`src/rtl/zseq_pkg.sv`:
```
package zseq_pkg;

    typedef enum logic [2:0] {
        ZS_SINE  = 3'd0,
        ZS_SPACE = 3'd1,
        ZS_CLAMP = 3'd2,
        ZS_H3    = 3'd3,
        ZS_H39   = 3'd4
    } zs_mode_e;

    localparam real ZS_ROOT3 = 1.7320508075688772;

endpackage

```
`src/rtl/zseq_extrema.sv`:
```
module zseq_extrema #(
    parameter int W = 16
) (
    input  logic signed [W-1:0] ph_a,
    input  logic signed [W-1:0] ph_b,
    input  logic signed [W-1:0] ph_c,
    output logic signed [W-1:0] hi,
    output logic signed [W-1:0] lo,
    output logic                hi_dominant
);

    logic signed [W-1:0] hi_ab;
    logic signed [W-1:0] lo_ab;
    logic signed [W:0]   hi_x;
    logic signed [W:0]   lo_x;
    logic signed [W:0]   hi_mag;
    logic signed [W:0]   lo_mag;

    always_comb begin
        hi_ab = (ph_a > ph_b) ? ph_a : ph_b;
        lo_ab = (ph_a < ph_b) ? ph_a : ph_b;
        hi    = (hi_ab > ph_c) ? hi_ab : ph_c;
        lo    = (lo_ab < ph_c) ? lo_ab : ph_c;
    end

    // one guard bit keeps the magnitude of the most negative code positive
    always_comb begin
        hi_x        = {hi[W-1], hi};
        lo_x        = {lo[W-1], lo};
        hi_mag      = hi_x[W] ? -hi_x : hi_x;
        lo_mag      = lo_x[W] ? -lo_x : lo_x;
        hi_dominant = (hi_mag >= lo_mag);
    end

endmodule

```
`src/rtl/zseq_harmonic.sv`:
```
module zseq_harmonic
    import zseq_pkg::*;
#(
    parameter int W    = 16,
    parameter int FRAC = 14,
    parameter int K3A  = 2365,
    parameter int K3B  = 3547,
    parameter int K9B  = 355
) (
    input  logic [2:0]          mode,
    input  logic signed [W-1:0] s3,
    input  logic signed [W-1:0] s9,
    output logic signed [W:0]   weight
);

    localparam int PW = 2 * W + 1;

    logic signed [PW-1:0] c3;
    logic signed [PW-1:0] c9;
    logic signed [PW-1:0] s3_x;
    logic signed [PW-1:0] s9_x;
    logic signed [PW-1:0] acc;
    logic signed [PW-1:0] acc_sh;

    always_comb begin
        case (mode)
            ZS_H3: begin
                c3 = PW'(K3A);
                c9 = '0;
            end
            ZS_H39: begin
                c3 = PW'(K3B);
                c9 = PW'(K9B);
            end
            default: begin
                c3 = '0;
                c9 = '0;
            end
        endcase
    end

    always_comb begin
        s3_x   = {{(W+1){s3[W-1]}}, s3};
        s9_x   = {{(W+1){s9[W-1]}}, s9};
        acc    = (s3_x * c3) - (s9_x * c9);
        acc_sh = acc >>> FRAC;
        weight = acc_sh[W:0];
    end

endmodule

```
`src/rtl/zseq_sat.sv`:
```
module zseq_sat #(
    parameter int W    = 16,
    parameter int FRAC = 14
) (
    input  logic signed [W-1:0] base,
    input  logic signed [W+1:0] inj,
    output logic signed [W-1:0] y
);

    localparam int SW = W + 3;
    localparam logic signed [SW-1:0] POS = SW'(1 << FRAC);
    localparam logic signed [SW-1:0] NEG = -POS;

    logic signed [SW-1:0] sum;

    always_comb begin
        sum = {{3{base[W-1]}}, base} + {inj[W+1], inj};
        if (sum > POS) begin
            y = POS[W-1:0];
        end else if (sum < NEG) begin
            y = NEG[W-1:0];
        end else begin
            y = sum[W-1:0];
        end
    end

endmodule

```
`src/rtl/zseq_pwm_mod.sv`:
```
module zseq_pwm_mod
    import zseq_pkg::*;
#(
    parameter int W    = 16,
    parameter int FRAC = 14
) (
    input  logic                clk,
    input  logic                rst_n,
    input  logic                in_valid,
    input  logic [2:0]          mode_sel,
    input  logic signed [W-1:0] ref_a,
    input  logic signed [W-1:0] ref_b,
    input  logic signed [W-1:0] ref_c,
    input  logic signed [W-1:0] mod_index,
    input  logic signed [W-1:0] sin3,
    input  logic signed [W-1:0] sin9,
    output logic                out_valid,
    output logic signed [W-1:0] out_a,
    output logic signed [W-1:0] out_b,
    output logic signed [W-1:0] out_c
);

    localparam int NPH = 3;
    localparam int IW  = W + 2;
    localparam int PW  = 2 * W + 1;
    localparam real SCALE = 2.0 ** FRAC;
    localparam int K3A = int'(ZS_ROOT3 / 12.0 * SCALE);
    localparam int K3B = int'(ZS_ROOT3 / 8.0 * SCALE);
    localparam int K9B = int'(ZS_ROOT3 / 80.0 * SCALE);
    localparam logic signed [IW-1:0] ONE_I = IW'(1 << FRAC);

    // ---------------- stage A: sample capture ----------------
    logic                a_vld;
    logic [2:0]          a_mode;
    logic signed [W-1:0] a_ref [NPH];
    logic signed [W-1:0] a_m;
    logic signed [W-1:0] a_s3;
    logic signed [W-1:0] a_s9;

    always_ff @(posedge clk or negedge rst_n) begin
        if (!rst_n) begin
            a_vld  <= 1'b0;
            a_mode <= '0;
            a_m    <= '0;
            a_s3   <= '0;
            a_s9   <= '0;
            for (int i = 0; i < NPH; i++) begin
                a_ref[i] <= '0;
            end
        end else begin
            a_vld <= in_valid;
            if (in_valid) begin
                a_mode   <= mode_sel;
                a_m      <= mod_index;
                a_s3     <= sin3;
                a_s9     <= sin9;
                a_ref[0] <= ref_a;
                a_ref[1] <= ref_b;
                a_ref[2] <= ref_c;
            end
        end
    end

    // ---------------- stage B: extrema and harmonic weight ----------------
    logic signed [W-1:0]  ext_hi;
    logic signed [W-1:0]  ext_lo;
    logic                 ext_hi_dom;
    logic signed [W:0]    hw_c;
    logic signed [W:0]    span_sum;
    logic signed [IW-1:0] hi_i;
    logic signed [IW-1:0] lo_i;
    logic signed [IW-1:0] centre_c;
    logic signed [IW-1:0] rail_c;

    zseq_extrema #(
        .W (W)
    ) u_extrema (
        .ph_a        (a_ref[0]),
        .ph_b        (a_ref[1]),
        .ph_c        (a_ref[2]),
        .hi          (ext_hi),
        .lo          (ext_lo),
        .hi_dominant (ext_hi_dom)
    );

    zseq_harmonic #(
        .W    (W),
        .FRAC (FRAC),
        .K3A  (K3A),
        .K3B  (K3B),
        .K9B  (K9B)
    ) u_harmonic (
        .mode   (a_mode),
        .s3     (a_s3),
        .s9     (a_s9),
        .weight (hw_c)
    );

    always_comb begin
        span_sum = {ext_hi[W-1], ext_hi} + {ext_lo[W-1], ext_lo};
        centre_c = (-$signed({span_sum[W], span_sum})) >>> 1;
        hi_i     = {{2{ext_hi[W-1]}}, ext_hi};
        lo_i     = {{2{ext_lo[W-1]}}, ext_lo};
        rail_c   = ext_hi_dom ? (ONE_I - hi_i) : (-ONE_I - lo_i);
    end

    logic                 b_vld;
    logic [2:0]           b_mode;
    logic signed [W-1:0]  b_ref [NPH];
    logic signed [W-1:0]  b_m;
    logic signed [W:0]    b_w;
    logic signed [IW-1:0] b_centre;
    logic signed [IW-1:0] b_rail;

    always_ff @(posedge clk or negedge rst_n) begin
        if (!rst_n) begin
            b_vld    <= 1'b0;
            b_mode   <= '0;
            b_m      <= '0;
            b_w      <= '0;
            b_centre <= '0;
            b_rail   <= '0;
            for (int i = 0; i < NPH; i++) begin
                b_ref[i] <= '0;
            end
        end else begin
            b_vld <= a_vld;
            if (a_vld) begin
                b_mode   <= a_mode;
                b_m      <= a_m;
                b_w      <= hw_c;
                b_centre <= centre_c;
                b_rail   <= rail_c;
                for (int i = 0; i < NPH; i++) begin
                    b_ref[i] <= a_ref[i];
                end
            end
        end
    end

    // ---------------- stage C: offset select, add, clamp ----------------
    logic signed [PW-1:0] m_x;
    logic signed [PW-1:0] w_x;
    logic signed [PW-1:0] hprod;
    logic signed [PW-1:0] hprod_sh;
    logic signed [IW-1:0] harm_inj;
    logic signed [IW-1:0] inj_c;
    logic signed [W-1:0]  sat_y [NPH];

    always_comb begin
        m_x      = {{(W+1){b_m[W-1]}}, b_m};
        w_x      = {{W{b_w[W]}}, b_w};
        hprod    = m_x * w_x;
        hprod_sh = hprod >>> FRAC;
        harm_inj = hprod_sh[IW-1:0];
    end

    always_comb begin
        unique case (b_mode)
            ZS_SPACE: inj_c = b_centre;
            ZS_CLAMP: inj_c = b_rail;
            ZS_H3:    inj_c = harm_inj;
            ZS_H39:   inj_c = harm_inj;
            default:  inj_c = '0;
        endcase
    end

    for (genvar g = 0; g < NPH; g++) begin : g_phase
        zseq_sat #(
            .W    (W),
            .FRAC (FRAC)
        ) u_sat (
            .base (b_ref[g]),
            .inj  (inj_c),
            .y    (sat_y[g])
        );
    end

    logic signed [W-1:0] o_ph [NPH];

    always_ff @(posedge clk or negedge rst_n) begin
        if (!rst_n) begin
            out_valid <= 1'b0;
            for (int i = 0; i < NPH; i++) begin
                o_ph[i] <= '0;
            end
        end else begin
            out_valid <= b_vld;
            if (b_vld) begin
                for (int i = 0; i < NPH; i++) begin
                    o_ph[i] <= sat_y[i];
                end
            end
        end
    end

    assign out_a = o_ph[0];
    assign out_b = o_ph[1];
    assign out_c = o_ph[2];

endmodule

```
`config.mk`:
```
export PLATFORM = sky130hd
export DESIGN_NAME = zseq_pwm_mod
export DESIGN_NICKNAME = d
export VERILOG_FILES = /design/src/rtl/zseq_pkg.sv /design/src/rtl/zseq_extrema.sv /design/src/rtl/zseq_harmonic.sv /design/src/rtl/zseq_sat.sv /design/src/rtl/zseq_pwm_mod.sv
export SDC_FILE = /design/constraint.sdc
export NUM_CORES = 2
export LEC_CHECK = 0
export ABC_AREA = 1
export CAP_MARGIN = 20
export CORE_MARGIN = 2
export CORE_UTILIZATION = 55
export DETAILED_ROUTE_END_ITERATION = 10
export GPL_ROUTABILITY_DRIVEN = 0
export PLACE_DENSITY = 0.76
export SLEW_MARGIN = 15
export SYNTH_ARGS = -nofsm -noshare
export SYNTH_HDL_FRONTEND = slang
export SYNTH_SLANG_ARGS = --single-unit
export TNS_END_PERCENT = 50
```
`constraint.sdc`:
```
create_clock -name clk -period 9.9 [get_ports clk]
set_input_delay 1.485 -clock clk [delete_from_list [all_inputs] [get_ports clk]]
set_output_delay 1.485 -clock clk [all_outputs]
set_load 0.03 [all_outputs]
```
# After elaboration in Yosys (flattened, before gate mapping)
# Cells that the tools add are included.
# classes
order_cmp,11
add_sub_neg,10
n_eq_ne,6
muxes,16
n_mul,3
n_reduce_logical,1
# ops
cell,count
$mux 16,10
$add 16x18->19,3
$gt 19x16->1 const B,3
$lt 19x15->1 const B,3
$pmux 18 s3,1
$mux 17,2
$neg 16->17,2
$gt 16x16->1,2
$lt 16x16->1,2
$mul 16x17->32,1
$sub 31x31->31,1
$mul 16x13->29,1
$mul 16x10->26,1
$pmux 12 s2,1
$mux 18,1
$neg 17->18,1
$add 16x16->17,1
$ge 17x17->1,1
$sub 15x16->17 const A,1
$sub 16x16->17 const A,1
$eq 3x2->1 const B,3
$mux 9,1
$eq 3x3->1 const B,2
$eq 3x1->1 const B,1
$reduce_or 2->1,1
# word_totals
regBits,269
wordCells,68

# Depth between registers and ports, before layout
# depth
depth_word,8
ltp_mapped,55
depth_no_buf,53

# Cells and area by module
# From an unflattened synthesis, not the netlist that was laid out.
# hier_totals
cells_unflattened,5923
area_unflattened_um2,42655.9
# modules_own_cells
module,seq_area_each_um2,n_inst,area_each_um2,cells_per_inst
zseq_pwm_mod,6706.4,1,23075.9,2752
zseq_harmonic,0.0,1,11408.4,1635
zseq_sat,0.0,3,1617.8,315
zseq_extrema,0.0,1,3318.2,591

# Worst setup path after synthesis
# OpenSTA, ideal clock, no wires.
# synth_timing
path_type,register -> register
startpoint,register b_m[3]
endpoint,"register o_ph, in the netlist out_a[10]"
n_path_buf,3
setup_time_ns,0.083
path_stages_with_launch,44
t_arrival_ns,8.201
period_less_slack_ns,8.283
path_slack_ns,1.617
path_cell_list,dfrtp_1 -> clkbuf_1 -> clkbuf_1 -> nand2_1 -> fa_1 -> inv_1 -> fa_1 -> ha_1 -> fa_1 -> inv_1 -> fa_1 -> fa_1 -> inv_1 -> ha_1 -> nand2_1 -> inv_1 -> a221oi_1 -> o21ai_1 -> (+8 left out) -> nand3_1 -> ha_1 -> nand2_1 -> nor3_1 -> nand2_1 -> o211ai_1 -> a21o_1 -> a21oi_1 -> o31ai_1 -> xor2_1 -> or2_2 -> o21ai_1 -> nand2_1 -> nand3b_1 -> nand2_1 -> nand2_1 -> buf_2 -> o21ai_0
# synth_via
elab_chain_len,6
word_cells_on_any_way,7
# synth_rtl
item,line,text
start: declaration,zseq_pwm_mod.sv:110,logic signed [W-1:0] b_m;
start signal: assignment,zseq_pwm_mod.sv:130,b_m <= a_m;
$mul 16x17->32 (*),zseq_pwm_mod.sv:153,hprod = m_x * w_x;
$pmux 18 s3 (*),zseq_pwm_mod.sv:159,unique case (b_mode)
$add 16x18->19 (*),zseq_sat.sv:17,"sum = {{3{base[W-1]}}, base} + {inj[W+1], inj};"
$lt 19x15->1,zseq_sat.sv:20,end else if (sum < NEG) begin
$mux 16,zseq_sat.sv:20,
$mux 16 (*),zseq_sat.sv:18,if (sum > POS) begin
end signal: indexed assignment,zseq_pwm_mod.sv:191,o_ph[i] <= sat_y[i];
end: declaration,zseq_pwm_mod.sv:179,logic signed [W-1:0] o_ph [NPH];
# Mark *: on every way between the ends. The rest lies on a longest branch, timed or not.
# A chain may end at the register's enable or synchronous reset.

# Worst setup path in the final report
# layout_timing
startpoint,register b_w[4]
endpoint,"register o_ph, in the netlist out_a[13]"
# layout_via
elab_chain_len,6
word_cells_on_any_way,7
# layout_rtl
item,line,text
start: declaration,zseq_pwm_mod.sv:111,logic signed [W:0] b_w;
start signal: assignment,zseq_pwm_mod.sv:131,b_w <= hw_c;
$mul 16x17->32 (*),zseq_pwm_mod.sv:153,
$pmux 18 s3 (*),zseq_pwm_mod.sv:159,
$add 16x18->19 (*),zseq_sat.sv:17,
$lt 19x15->1,zseq_sat.sv:20,
$mux 16,zseq_sat.sv:20,
$mux 16 (*),zseq_sat.sv:18,
# Marks and branches as above.

==> results.json <==
{
  "status": "complete, no violations",
  "fin_crit_sh_pct": 92.0,
  "routed_wl_mm": 94.0,
  "ys_types": 71,
  "drive_above_1_share_pct": 4.42,
  "max_slew.worst_pin.slew_ps": 960,
  "syn_inst": 4588,
  "layout_common_cells": "1,035 x nand2_1, 943 x inv_1, 474 x fa_1",
  "fin_nets": 5626,
  "r2r_cells": 40,
  "syn_area_per_cell_um2": 8.04,
  "dieWidth_um": 263,
  "initial_core_util_pct": 55.8,
  "clock_path_buffers": 3,
  "start_kind": "flip-flop",
  "tns_ps": 0,
  "async_reset_ff_share_pct": 100,
  "post_cts_buffers": 0,
  "final-setup-viol-count": 0,
  "period_needed_ps": 9110,
  "portBuffers": 150,
  "reg2reg_slack_ps": 790,
  "ys.warnings.count": 0,
  "min_to": "out_c[6]",
  "num_rows": 94,
  "critPathMaxStageDelay_ps": 560,
  "cts_tree": "yes",
  "r2r_end": "out_a[13]",
  "cpMaxStageDelayCell": "dfrtp_2",
  "ant_nets": 0,
  "hold_viol": 0,
  "critPathTopFamily": "adder cells",
  "drv_cap": 0,
  "crit_buf_inv": 4,
  "critical_path_required_ps": 10360,
  "clock-skew-final_ps": 28.9,
  "final_common_cell": "nand2_1",
  "syn_to_final_growth_pct": 9.60,
  "fmax_ghz": 0.110,
  "synth-edff-count": 0,
  "antenna_cells": 0,
  "die_h_um": 263,
  "grt_pass1_vias": 30400,
  "vias_per_cell": 5.45,
  "cts_buffers": 35,
  "synth-seq-cells": 268,
  "critPathMaxFanout": 17,
  "report.final.slew_viol_count": 0,
  "holdPathStages": 2,
  "grt_remaining_overflow": 0,
  "num_vias": 30300,
  "criticalPathCategory": "flip-flop to flip-flop",
  "clk_pin_slew_ps": 60,
  "wl_per_cell_um": 16.9,
  "path_common_cell": "nand2_1",
  "synth_area_um2": 36900,
  "synthFlopType": "dfrtp_1",
  "grtUsageTotal_pct": 28.0,
  "maxSlewHeadroom_pct": 36.0,
  "rsz0062_at_grt": "false",
  "grt_pass1_wl_mm": 156,
  "die_area_um2": 69100,
  "dr.pass1.iters": 6,
  "hp-class": "flip-flop to flip-flop",
  "critPathCaptureType": "flip-flop",
  "seq_area_frac_synth_pct": 18.2,
  "antenna_found_initial": 2,
  "grt_max_degree": 136,
  "worstReg2RegStart": "b_w[4]",
  "synth_nets": 5557,
  "worst_hold_slack_ps": 481,
  "first_iter_violations": 2737,
  "cts_max_level": 2,
  "worstHoldStart": "out_c[6]",
  "arrival_ps": 9570,
  "core_um2": 66100,
  "cts-root-buf": "clkbuf_16",
  "clock_latency_ps": 560,
  "clock_sinks": 268,
  "drc": 0,
  "pin_count": 151,
  "dpl.hpwl_mm": 77.0
}
worst max-delay path by stage:
| stage | cells past startpoint | start | to | slack [ps] |
|---|---|---|---|---|
| finish | 40 | b_w[4] | out_a[13] | 790 |
| global route | 40 | b_m[3] | out_a[13] | 40 |
| floorplan | 43 | b_m[3] | out_a[10] | 1620 |
| detailed placement | 43 | b_m[6] | out_c[6] | 490 |
| global placement | 43 | b_m[5] | out_c[9] | 830 |
| CTS | 43 | b_m[6] | out_c[6] | 470 |
per-layer routing:
metal | GRT usage (%) | up-vias | wire length (um)
met5 | 0 | - | 13
met1 | 40.7 | 14600 | 41900
met3 | 4.34 | 143 | 7660
met2 | 44.0 | 1053 | 42200
met4 | 6.97 | 2 | 2280
li1 | - | 14400 | -
cells by family after synthesis:
kind of cell | Yosys count | synth area share, %
flip-flops | 268 | 18.2
adder cells (fa/ha/maj) | 867 | 39.1
AND/OR/NAND/NOR | 1528 | 17.7
AO/OA/AOI/OAI | 687 | 10.4
other | 2 | 0.0204
XOR/XNOR | 133 | 3.16
multiplexers | 3 | 0.0882
buffers and inverters | 1100 | 11.4
repair_timing:
item	in CTS	in global routing
hold buffers	0	0
resized for setup	0	12
endpoints found under the setup margin	0	42
cell type report:
| cell class | instances | area (um^2) |
|---|---|---|
| multi-input combinational | 3220 | 26000 |
| fill | 5706 | 25700 |
| sequential | 268 | 6720 |
| inverter | 952 | 3580 |
| timing repair buffer | 180 | 1750 |
| tap | 864 | 1080 |
| clock buffer | 48 | 1010 |
| clock inverter | 16 | 293 |
sequential cells by signal (all words and copies together), names as in the netlist, 16 cells and up:
name	cells
a_m	16
a_ref	48
a_s3	16
a_s9	16
b_centre	17
b_m	16
b_rail	17
b_ref	48
b_w	17
out_a	16
out_b	16
out_c	16
worst min-delay path, delay by kind of cell, from the launching register on:
kind          cells  cell delay (ps)
simple gates      2              100
flops             1              340
through the flow:
step / util [%] / cell area, um^2 / std cells / setup WS [ps]
finish: 61.1 / 40400 / 5548 / 788
global route: 61.1 / 40400 / 5548 / 40.1
CTS: 61.1 / 40400 / 5547 / 468
detailed placement: 59.1 / 39100 / 5483 / 487
global placement: 59.1 / 39100 / 5483 / 830
floorplan: - / 36900 / 4588 / 1620
cell usage after synthesis, types with 5 or more instances:
cell type	instances	area [um^2]
a211oi_1	6	45.0
nand3b_1	8	60.1
nand2_4	12	135
xor2_1	85	744
nor2_1	187	702
fa_1	474	9490
xnor2_1	48	420
a31oi_1	18	113
nor3_1	23	115
nand2_2	23	144
buf_1	9	33.8
o31ai_1	6	45.0
o211ai_1	9	67.6
o21ai_1	34	170
nand2_1	1035	3880
nand4_1	37	231
clkbuf_1	123	462
nor4_1	10	62.6
ha_1	393	4920
a21boi_0	12	90.1
or2_2	16	100
a21o_1	10	75.1
nor3_2	5	50.1
o221ai_1	10	87.6
nand3_1	147	736
buf_2	10	50.1
o21ai_0	317	1590
o21ai_2	15	131
inv_1	944	3540
dfrtp_1	268	6710
a21oi_1	206	1030
o21bai_1	13	97.6
Power is not shown: default switching activity piles up to over one toggle a cycle in this logic, so the estimate is an artifact.
